--- src/rtl/dpacc_pkg.sv ---
package dpacc_pkg;
  localparam int DW     = 32;
  localparam int REQ_W  = 3;
  localparam int SCAN_W = DW + REQ_W;

  localparam logic [2:0] ACK_OK   = 3'b010;
  localparam logic [2:0] ACK_WAIT = 3'b001;

  // control word bit positions (software decodes these)
  localparam int B_ORUNDET = 0;
  localparam int B_STKORUN = 1;
  localparam int B_STKERR  = 5;
  localparam int B_DBGREQ  = 28;
  localparam int B_DBGACK  = 29;
  localparam int B_SYSREQ  = 30;
  localparam int B_SYSACK  = 31;

  typedef enum logic [1:0] {
    REG_ID    = 2'd0,
    REG_CTRL  = 2'd1,
    REG_SEL   = 2'd2,
    REG_RDBUF = 2'd3
  } dp_reg_e;

  typedef enum logic [1:0] {
    AP_IDLE  = 2'd0,
    AP_ISSUE = 2'd1,
    AP_AWAIT = 2'd2
  } ap_state_e;
endpackage

--- src/rtl/dpacc_scan.sv ---
module dpacc_scan #(
  parameter int SW = 35
) (
  input  logic          clk,
  input  logic          rst_n,
  input  logic          cap,
  input  logic          sh,
  input  logic          tdi,
  input  logic [SW-1:0] cap_val,
  output logic          tdo,
  output logic [SW-1:0] sr_q
);
  always_ff @(posedge clk or negedge rst_n) begin
    if (!rst_n)   sr_q <= '0;
    else if (cap) sr_q <= cap_val;
    else if (sh)  sr_q <= {tdi, sr_q[SW-1:1]};
  end

  assign tdo = sr_q[0];
endmodule

--- src/rtl/dpacc_ap.sv ---
module dpacc_ap
  import dpacc_pkg::*;
#(
  parameter int AW = 14
) (
  input  logic          clk,
  input  logic          rst_n,
  input  logic          go,
  input  logic          wr,
  input  logic [AW-1:0] addr,
  input  logic [DW-1:0] wdata,
  output logic          req_valid,
  input  logic          req_ready,
  output logic          req_write,
  output logic [AW-1:0] req_addr,
  output logic [DW-1:0] req_wdata,
  input  logic          rsp_valid,
  output logic          rsp_ready,
  output logic          busy,
  output logic          done,
  output logic          done_rd
);
  ap_state_e st_q;

  always_ff @(posedge clk or negedge rst_n) begin
    if (!rst_n) begin
      st_q      <= AP_IDLE;
      req_write <= 1'b0;
      req_addr  <= '0;
      req_wdata <= '0;
    end else begin
      unique case (st_q)
        AP_IDLE: if (go) begin
          st_q      <= AP_ISSUE;
          req_write <= wr;
          req_addr  <= addr;
          req_wdata <= wdata;
        end
        AP_ISSUE: if (req_ready) st_q <= AP_AWAIT;
        AP_AWAIT: if (rsp_valid) st_q <= AP_IDLE;
        default:  st_q <= AP_IDLE;
      endcase
    end
  end

  assign req_valid = (st_q == AP_ISSUE);
  assign rsp_ready = (st_q == AP_AWAIT);
  assign busy      = (st_q != AP_IDLE);
  assign done      = rsp_ready && rsp_valid;
  assign done_rd   = done && !req_write;
endmodule

--- src/rtl/dpacc_regs.sv ---
module dpacc_regs
  import dpacc_pkg::*;
#(
  parameter logic [31:0] ID_VALUE = 32'h0C0D_E001,
  parameter int          APSEL_W  = 8,
  parameter int          BANK_W   = 4
) (
  input  logic               clk,
  input  logic               rst_n,
  input  logic               wr_en,
  input  logic               rd_en,
  input  dp_reg_e            reg_sel,
  input  logic [DW-1:0]      wdata,
  input  logic               wait_hit,
  input  logic               rsp_done,
  input  logic               rsp_done_rd,
  input  logic [DW-1:0]      rsp_rdata,
  input  logic               rsp_err,
  input  logic               dbg_ack,
  input  logic               sys_ack,
  output logic [DW-1:0]      rdbuf,
  output logic [APSEL_W-1:0] ap_sel,
  output logic [BANK_W-1:0]  bank,
  output logic               dbg_req,
  output logic               sys_req,
  output logic               sticky_any
);
  logic          orun_det, stk_orun, stk_err;
  logic [DW-1:0] ctrl_word, sel_word;

  always_comb begin
    ctrl_word            = '0;
    ctrl_word[B_ORUNDET] = orun_det;
    ctrl_word[B_STKORUN] = stk_orun;
    ctrl_word[B_STKERR]  = stk_err;
    ctrl_word[B_DBGREQ]  = dbg_req;
    ctrl_word[B_DBGACK]  = dbg_ack;
    ctrl_word[B_SYSREQ]  = sys_req;
    ctrl_word[B_SYSACK]  = sys_ack;
    sel_word                  = '0;
    sel_word[DW-1 -: APSEL_W] = ap_sel;
    sel_word[4 +: BANK_W]     = bank;
  end

  always_ff @(posedge clk or negedge rst_n) begin
    if (!rst_n) begin
      orun_det <= 1'b0;
      stk_orun <= 1'b0;
      stk_err  <= 1'b0;
      dbg_req  <= 1'b0;
      sys_req  <= 1'b0;
      ap_sel   <= '0;
      bank     <= '0;
    end else begin
      if (wait_hit && orun_det) stk_orun <= 1'b1;
      if (rsp_done && rsp_err)  stk_err  <= 1'b1;
      if (wr_en) begin
        unique case (reg_sel)
          REG_CTRL: begin
            orun_det <= wdata[B_ORUNDET];
            dbg_req  <= wdata[B_DBGREQ];
            sys_req  <= wdata[B_SYSREQ];
            if (wdata[B_STKORUN]) stk_orun <= 1'b0;
            if (wdata[B_STKERR])  stk_err  <= 1'b0;
          end
          REG_SEL: begin
            ap_sel <= wdata[DW-1 -: APSEL_W];
            bank   <= wdata[4 +: BANK_W];
          end
          default: ;
        endcase
      end
    end
  end

  always_ff @(posedge clk or negedge rst_n) begin
    if (!rst_n) rdbuf <= '0;
    else if (rd_en) begin
      unique case (reg_sel)
        REG_ID:   rdbuf <= ID_VALUE;
        REG_CTRL: rdbuf <= ctrl_word;
        REG_SEL:  rdbuf <= sel_word;
        default:  ;
      endcase
    end else if (rsp_done_rd) rdbuf <= rsp_rdata;
  end

  assign sticky_any = stk_orun | stk_err;
endmodule

--- src/rtl/dpacc_top.sv ---
module dpacc_top
  import dpacc_pkg::*;
#(
  parameter logic [31:0] ID_VALUE = 32'h0C0D_E001,
  parameter int          APSEL_W  = 8,
  parameter int          BANK_W   = 4,
  localparam int         AW       = APSEL_W + BANK_W + 2
) (
  input  logic          clk,
  input  logic          rst_n,
  input  logic          ir_dpacc,
  input  logic          ir_apacc,
  input  logic          capture_dr,
  input  logic          shift_dr,
  input  logic          update_dr,
  input  logic          tdi,
  output logic          tdo,
  output logic          dbg_pwr_req,
  input  logic          dbg_pwr_ack,
  output logic          sys_pwr_req,
  input  logic          sys_pwr_ack,
  output logic          req_valid,
  input  logic          req_ready,
  output logic          req_write,
  output logic [AW-1:0] req_addr,
  output logic [31:0]   req_wdata,
  input  logic          rsp_valid,
  output logic          rsp_ready,
  input  logic [31:0]   rsp_rdata,
  input  logic          rsp_err
);
  logic              acc_sel, cap_en, sh_en, upd_en;
  logic              ap_busy, ap_done, ap_done_rd, ack_ok_q;
  logic              accept, wait_hit, dp_wr, dp_rd, ap_go, sticky_any;
  logic [SCAN_W-1:0] sr_q, cap_val;
  logic [DW-1:0]     rdbuf;
  logic [APSEL_W-1:0] ap_sel;
  logic [BANK_W-1:0] bank;
  logic [1:0]        a_q;
  logic              rnw_q;

  assign acc_sel = ir_dpacc | ir_apacc;
  assign cap_en  = capture_dr & acc_sel;
  assign sh_en   = shift_dr & acc_sel;
  assign upd_en  = update_dr & acc_sel;
  assign cap_val = {rdbuf, ap_busy ? ACK_WAIT : ACK_OK};

  // the acknowledge captured in a scan decides that scan's fate
  always_ff @(posedge clk or negedge rst_n) begin
    if (!rst_n)      ack_ok_q <= 1'b0;
    else if (cap_en) ack_ok_q <= !ap_busy;
  end

  assign rnw_q    = sr_q[0];
  assign a_q      = sr_q[2:1];
  assign accept   = upd_en & ack_ok_q;
  assign wait_hit = upd_en & !ack_ok_q;
  assign dp_wr    = accept & ir_dpacc & !rnw_q;
  assign dp_rd    = accept & ir_dpacc & rnw_q;
  assign ap_go    = accept & !ir_dpacc & ir_apacc & !sticky_any;

  dpacc_scan #(.SW(SCAN_W)) u_scan (
    .clk(clk), .rst_n(rst_n), .cap(cap_en), .sh(sh_en), .tdi(tdi),
    .cap_val(cap_val), .tdo(tdo), .sr_q(sr_q)
  );

  dpacc_regs #(.ID_VALUE(ID_VALUE), .APSEL_W(APSEL_W), .BANK_W(BANK_W)) u_regs (
    .clk(clk), .rst_n(rst_n), .wr_en(dp_wr), .rd_en(dp_rd),
    .reg_sel(dp_reg_e'(a_q)), .wdata(sr_q[SCAN_W-1:REQ_W]),
    .wait_hit(wait_hit), .rsp_done(ap_done), .rsp_done_rd(ap_done_rd),
    .rsp_rdata(rsp_rdata), .rsp_err(rsp_err),
    .dbg_ack(dbg_pwr_ack), .sys_ack(sys_pwr_ack),
    .rdbuf(rdbuf), .ap_sel(ap_sel), .bank(bank),
    .dbg_req(dbg_pwr_req), .sys_req(sys_pwr_req), .sticky_any(sticky_any)
  );

  dpacc_ap #(.AW(AW)) u_ap (
    .clk(clk), .rst_n(rst_n), .go(ap_go), .wr(!rnw_q),
    .addr({ap_sel, bank, a_q}), .wdata(sr_q[SCAN_W-1:REQ_W]),
    .req_valid(req_valid), .req_ready(req_ready), .req_write(req_write),
    .req_addr(req_addr), .req_wdata(req_wdata),
    .rsp_valid(rsp_valid), .rsp_ready(rsp_ready),
    .busy(ap_busy), .done(ap_done), .done_rd(ap_done_rd)
  );
endmodule

--- config.mk ---
export PLATFORM = sky130hd
export DESIGN_NAME = dpacc_top
export DESIGN_NICKNAME = d
export VERILOG_FILES = /design/src/rtl/dpacc_pkg.sv /design/src/rtl/dpacc_scan.sv /design/src/rtl/dpacc_ap.sv /design/src/rtl/dpacc_regs.sv /design/src/rtl/dpacc_top.sv
export SDC_FILE = /design/constraint.sdc
export NUM_CORES = 1
export LEC_CHECK = 0
export BUFFER_PORTS_ARGS = -buffer_cell sky130_fd_sc_hd__clkbuf_2
export CAP_MARGIN = 20
export CORE_MARGIN = 1.5
export CORE_UTILIZATION = 53
export CTS_BUF_LIST = sky130_fd_sc_hd__clkbuf_2
export CTS_CLUSTER_SIZE = 25
export DETAILED_ROUTE_END_ITERATION = 12
export GPL_ROUTABILITY_DRIVEN = 1
export GPL_TIMING_DRIVEN = 0
export PLACE_DENSITY = 0.77
export REMOVE_ABC_BUFFERS = 1
export SYNTH_ARGS = -nofsm -noshare
export SYNTH_HDL_FRONTEND = slang
export SYNTH_HIERARCHICAL = 1
export SYNTH_SLANG_ARGS = --single-unit
--- constraint.sdc ---
create_clock -name clk -period 4.3 [get_ports clk]
set_clock_uncertainty 0.05 [all_clocks]
set_input_delay 0.215 -clock clk [delete_from_list [all_inputs] [get_ports clk]]
set_output_delay 0.215 -clock clk [all_outputs]
set_load 0.01 [all_outputs]
==> key figures <==
Status
  • Status: finished clean

Clocking
  • Worst-Skew Late Latency: 0.64 ns
  • CTS tree: yes
  • Total CTS buffers: 17
  • # H-tree levels: 4
  • Clk pin slew, worst setup/hold paths: between 0.15 and 0.2 ns
  • TritonCTS Sinks: between 100 and 150
  • Root Buffer: clkbuf_2
  • Clock buffer depth: 2
  • Cts repair resizes: 0

Drt
  • DRC: 0
  • Routed via count: 4239
  • WL/cell: 17.1 um
  • Initial DRC Count: about 210
  • TritonRoute pass-1 iters: 5
  • Vias/cell: 5.45
  • Antenna Nets Post-Route: 0
  • Drt total wl: 13300 um

Synth
  • Yosys warning count: 6
  • Synth unique cells: 37
  • Share of the synthesized area in the top cell type: 0.547
  • Top_reg_cell synth: dfrtp_1
  • Most frequent cells after synthesis: 134 x dfrtp_1, 51 x nand2_1, 42 x mux2_2, 36 x mux2_4, 35 x mux2i_1
  • Synth async-reset ratio: 1.00
  • FF+latch count, synth: approximately 130
  • Mapped Area: about 0.0061 sq mm
  • Top-count cell post-synth: dfrtp_1
  • Post-synth EDFFs: 0
  • Register area share after synthesis: 0.547
  • Yosys top cell by area: dfrtp_1
  • Largest cells by area after synthesis: dfrtp_1 55%, mux2_4 8.8%, mux2_2 7.7%
  • Syn Inst Count: around 500
  • Post-synthesis area per instance: around 12 sq um

Floorplanning
  • Num rows: 39
  • # IOs: 97
  • Core outline area: 0.0114 sq mm
  • Die area: between 0.01 and 0.015 sq mm
  • Die Width: 111 um
  • Chip height: approximately 110 um
  • Starting Density: 0.539

Finish
  • Fill count: 897
  • Syn-to-layout area delta: 18.2%
  • Layout Nets: between 600 and 700
  • Final core utilization: 0.637
  • Share of cells above drive strength 1: 0.338
  • Final instance area: between 0.007 and 0.008 sq mm

Job
  • Number of max-cap violations: 0

Placed design
  • PortBufs: 96
  • DP Area: approximately 0.0067 sq mm
  • GP Congestion: ~0.8
  • DP HPWL: 8680 um

Setup path
  • Crit-path slowest cell: nor2_2
  • Buf/Inv on CP: 1
  • Req. time, crit path: 4.84 ns
  • CP startpoint kind: flop
  • Worst path max stage delay: between 0.9 and 1 ns
  • CP arrival: 4.40 ns
  • CP Max Fanout: 21
  • CP Class: reg2reg
  • Delay-heaviest family, CP: simple AND/OR/NAND/NOR gates
  • Crit-path cells: and3b_1, nor2b_2, nor2_1, nor2_2, o32a_1, dlygate4sd3_1
  • CP Capture Type: flop

STA
  • Hold WS: around 0.06 ns
  • Setup_tns: 0 ns
  • Final Hold Fails: 0
  • Slew Limit Fails: 0
  • Final setup viols: 0
  • Crit path time final: just under 4 ns
  • RSZ-0062 raised after global routing: no
  • Fmax: 259 MHz
  • Crit share post-route: 0.898
  • Max transition margin: 0.287
  • Worst slew pin tran: between 1 and 1.5 ns

Min path
  • Hold crit path type: in2async

GRT
  • First-pass GRT wire length: 22500 um
  • Global Route met3 Usage: 0.0532
  • Largest net degree at the start of global routing: 72
  • Met1 Track Usage GR: 0.301
  • Total grt overflow: 0
  • Initial antenna violation count: 0
  • Most Used Layer, Global Route: met2
  • Met2 Use GR: 0.382
  • GRT Overall Usage: 0.231
  • Vias in the first global route: 4571

Power and ir drop
  • PD cells: ~560 mW/mm^2
  • LEAKAGE: around 3.6 nW
  • Max VDD drop: 283 uV
## repair_timing
item | 4_1_cts | 5_1_grt
hold buffers | 41 | 0
setup buffers | 0 | 0
hold endpoints to repair | 171 | 0
## layout by cell type (no fill, tap or decap), drive strengths merged, types with 2 or more instances in the layout
cell type,synthesis,routed
nand2b,2,2
clkinv,0,10
o21ai,58,58
nand3,6,6
nor2b,4,4
inv,23,23
ha,5,5
nand3b,12,12
buf,15,6
nor2,14,14
mux2,78,78
a21oi,10,10
a22oi,5,5
clkbuf,17,114
or2,2,2
nor3b,2,2
o32a,5,5
o22ai,6,6
a31oi,3,3
dlygate4sd3,0,41
mux2i,35,35
dfrtp,134,134
nand2,51,51
## per-stage QoR
| stage | total power, mW | setup WS (ns) | std cells |
|---|---|---|---|
| finish | 4.07 | 0.438 | 778 |
| global route | 4.34 | 0.264 | 777 |
| CTS | 4.09 | 0.475 | 777 |
| detailed placement | 3.51 | 0.837 | 708 |
| global placement | 3.41 | -0.626 | 702 |
| floorplan | 2.97 | 0.357 | 463 |
## cells by family after synthesis
| family | count (synthesis) | synth area share |
|---|---|---|
| buffers and inverters | 55 | 0.0563 |
| adders and majority gates | 5 | 0.0102 |
| muxes | 113 | 0.222 |
| AOI/OAI and AO/OA | 90 | 0.0841 |
| other | 1 | 0.000612 |
| DFF | 134 | 0.547 |
| and+or+nand+nor | 97 | 0.0796 |
## routing by layer
| metal | vias to the layer above | part of all wire |
|---|---|---|
| li1 | 1975 | - |
| met3 | 21 | 0.046 |
| met1 | 2093 | 0.44 |
| met2 | 150 | 0.50 |
| met4 | 0 | 0.013 |
| met5 | - | 0 |
## state kept, by name, summed over array words and instances (netlist names), 2 cells and up
name            flops
u_scan/sr_q        35
u_ap/req_wdata     32
u_ap/st_q           2
u_ap/req_addr      14
u_regs/bank         4
u_regs/ap_sel       8
u_regs/rdbuf       32
## worst paths after layout
kind | to | slack, ns | start | depth (start not counted)
worst max-delay path | u_regs/rdbuf[31] | 0.44 | u_ap/st_q[0] | 6
worst min-delay path | u_ap/req_wdata[19] | 0.06 | rst_n | 2
worst max register to register | u_regs/rdbuf[31] | 0.44 | u_ap/st_q[0] | 6
min in group clk | u_regs/stk_err | 0.08 | ir_dpacc | 4
max in group asynchronous | u_regs/stk_orun | 3.41 | rst_n | 3
worst min register to register | u_scan/sr_q[24] | 0.42 | u_regs/rdbuf[21] | 2
## power breakdown
group | total [mW] | leakage, nW | switching [mW] | internal (mW)
registers | 2.15 | 1.73 | 0.388 | 1.76
clock network | 0.537 | 0.102 | 0.412 | 0.125
logic | 1.38 | 1.73 | 0.625 | 0.758
total | 4.07 | 3.56 | 1.43 | 2.64
## cell type report
class | instances | area (sq um) | share of cell area
Antenna cell | 1 | 2.50 | 0.000345
Clock buffer | 18 | 90.1 | 0.0124
Clock inverter | 10 | 43.8 | 0.00604
Inverter | 23 | 86.3 | 0.0119
Multi-Input combinational cell | 306 | 2460 | 0.339
Sequential cell | 134 | 3350 | 0.463
Tap cell | 143 | 179 | 0.0247
Timing Repair Buffer | 143 | 1030 | 0.142
Power figures use the tool's default switching activity.
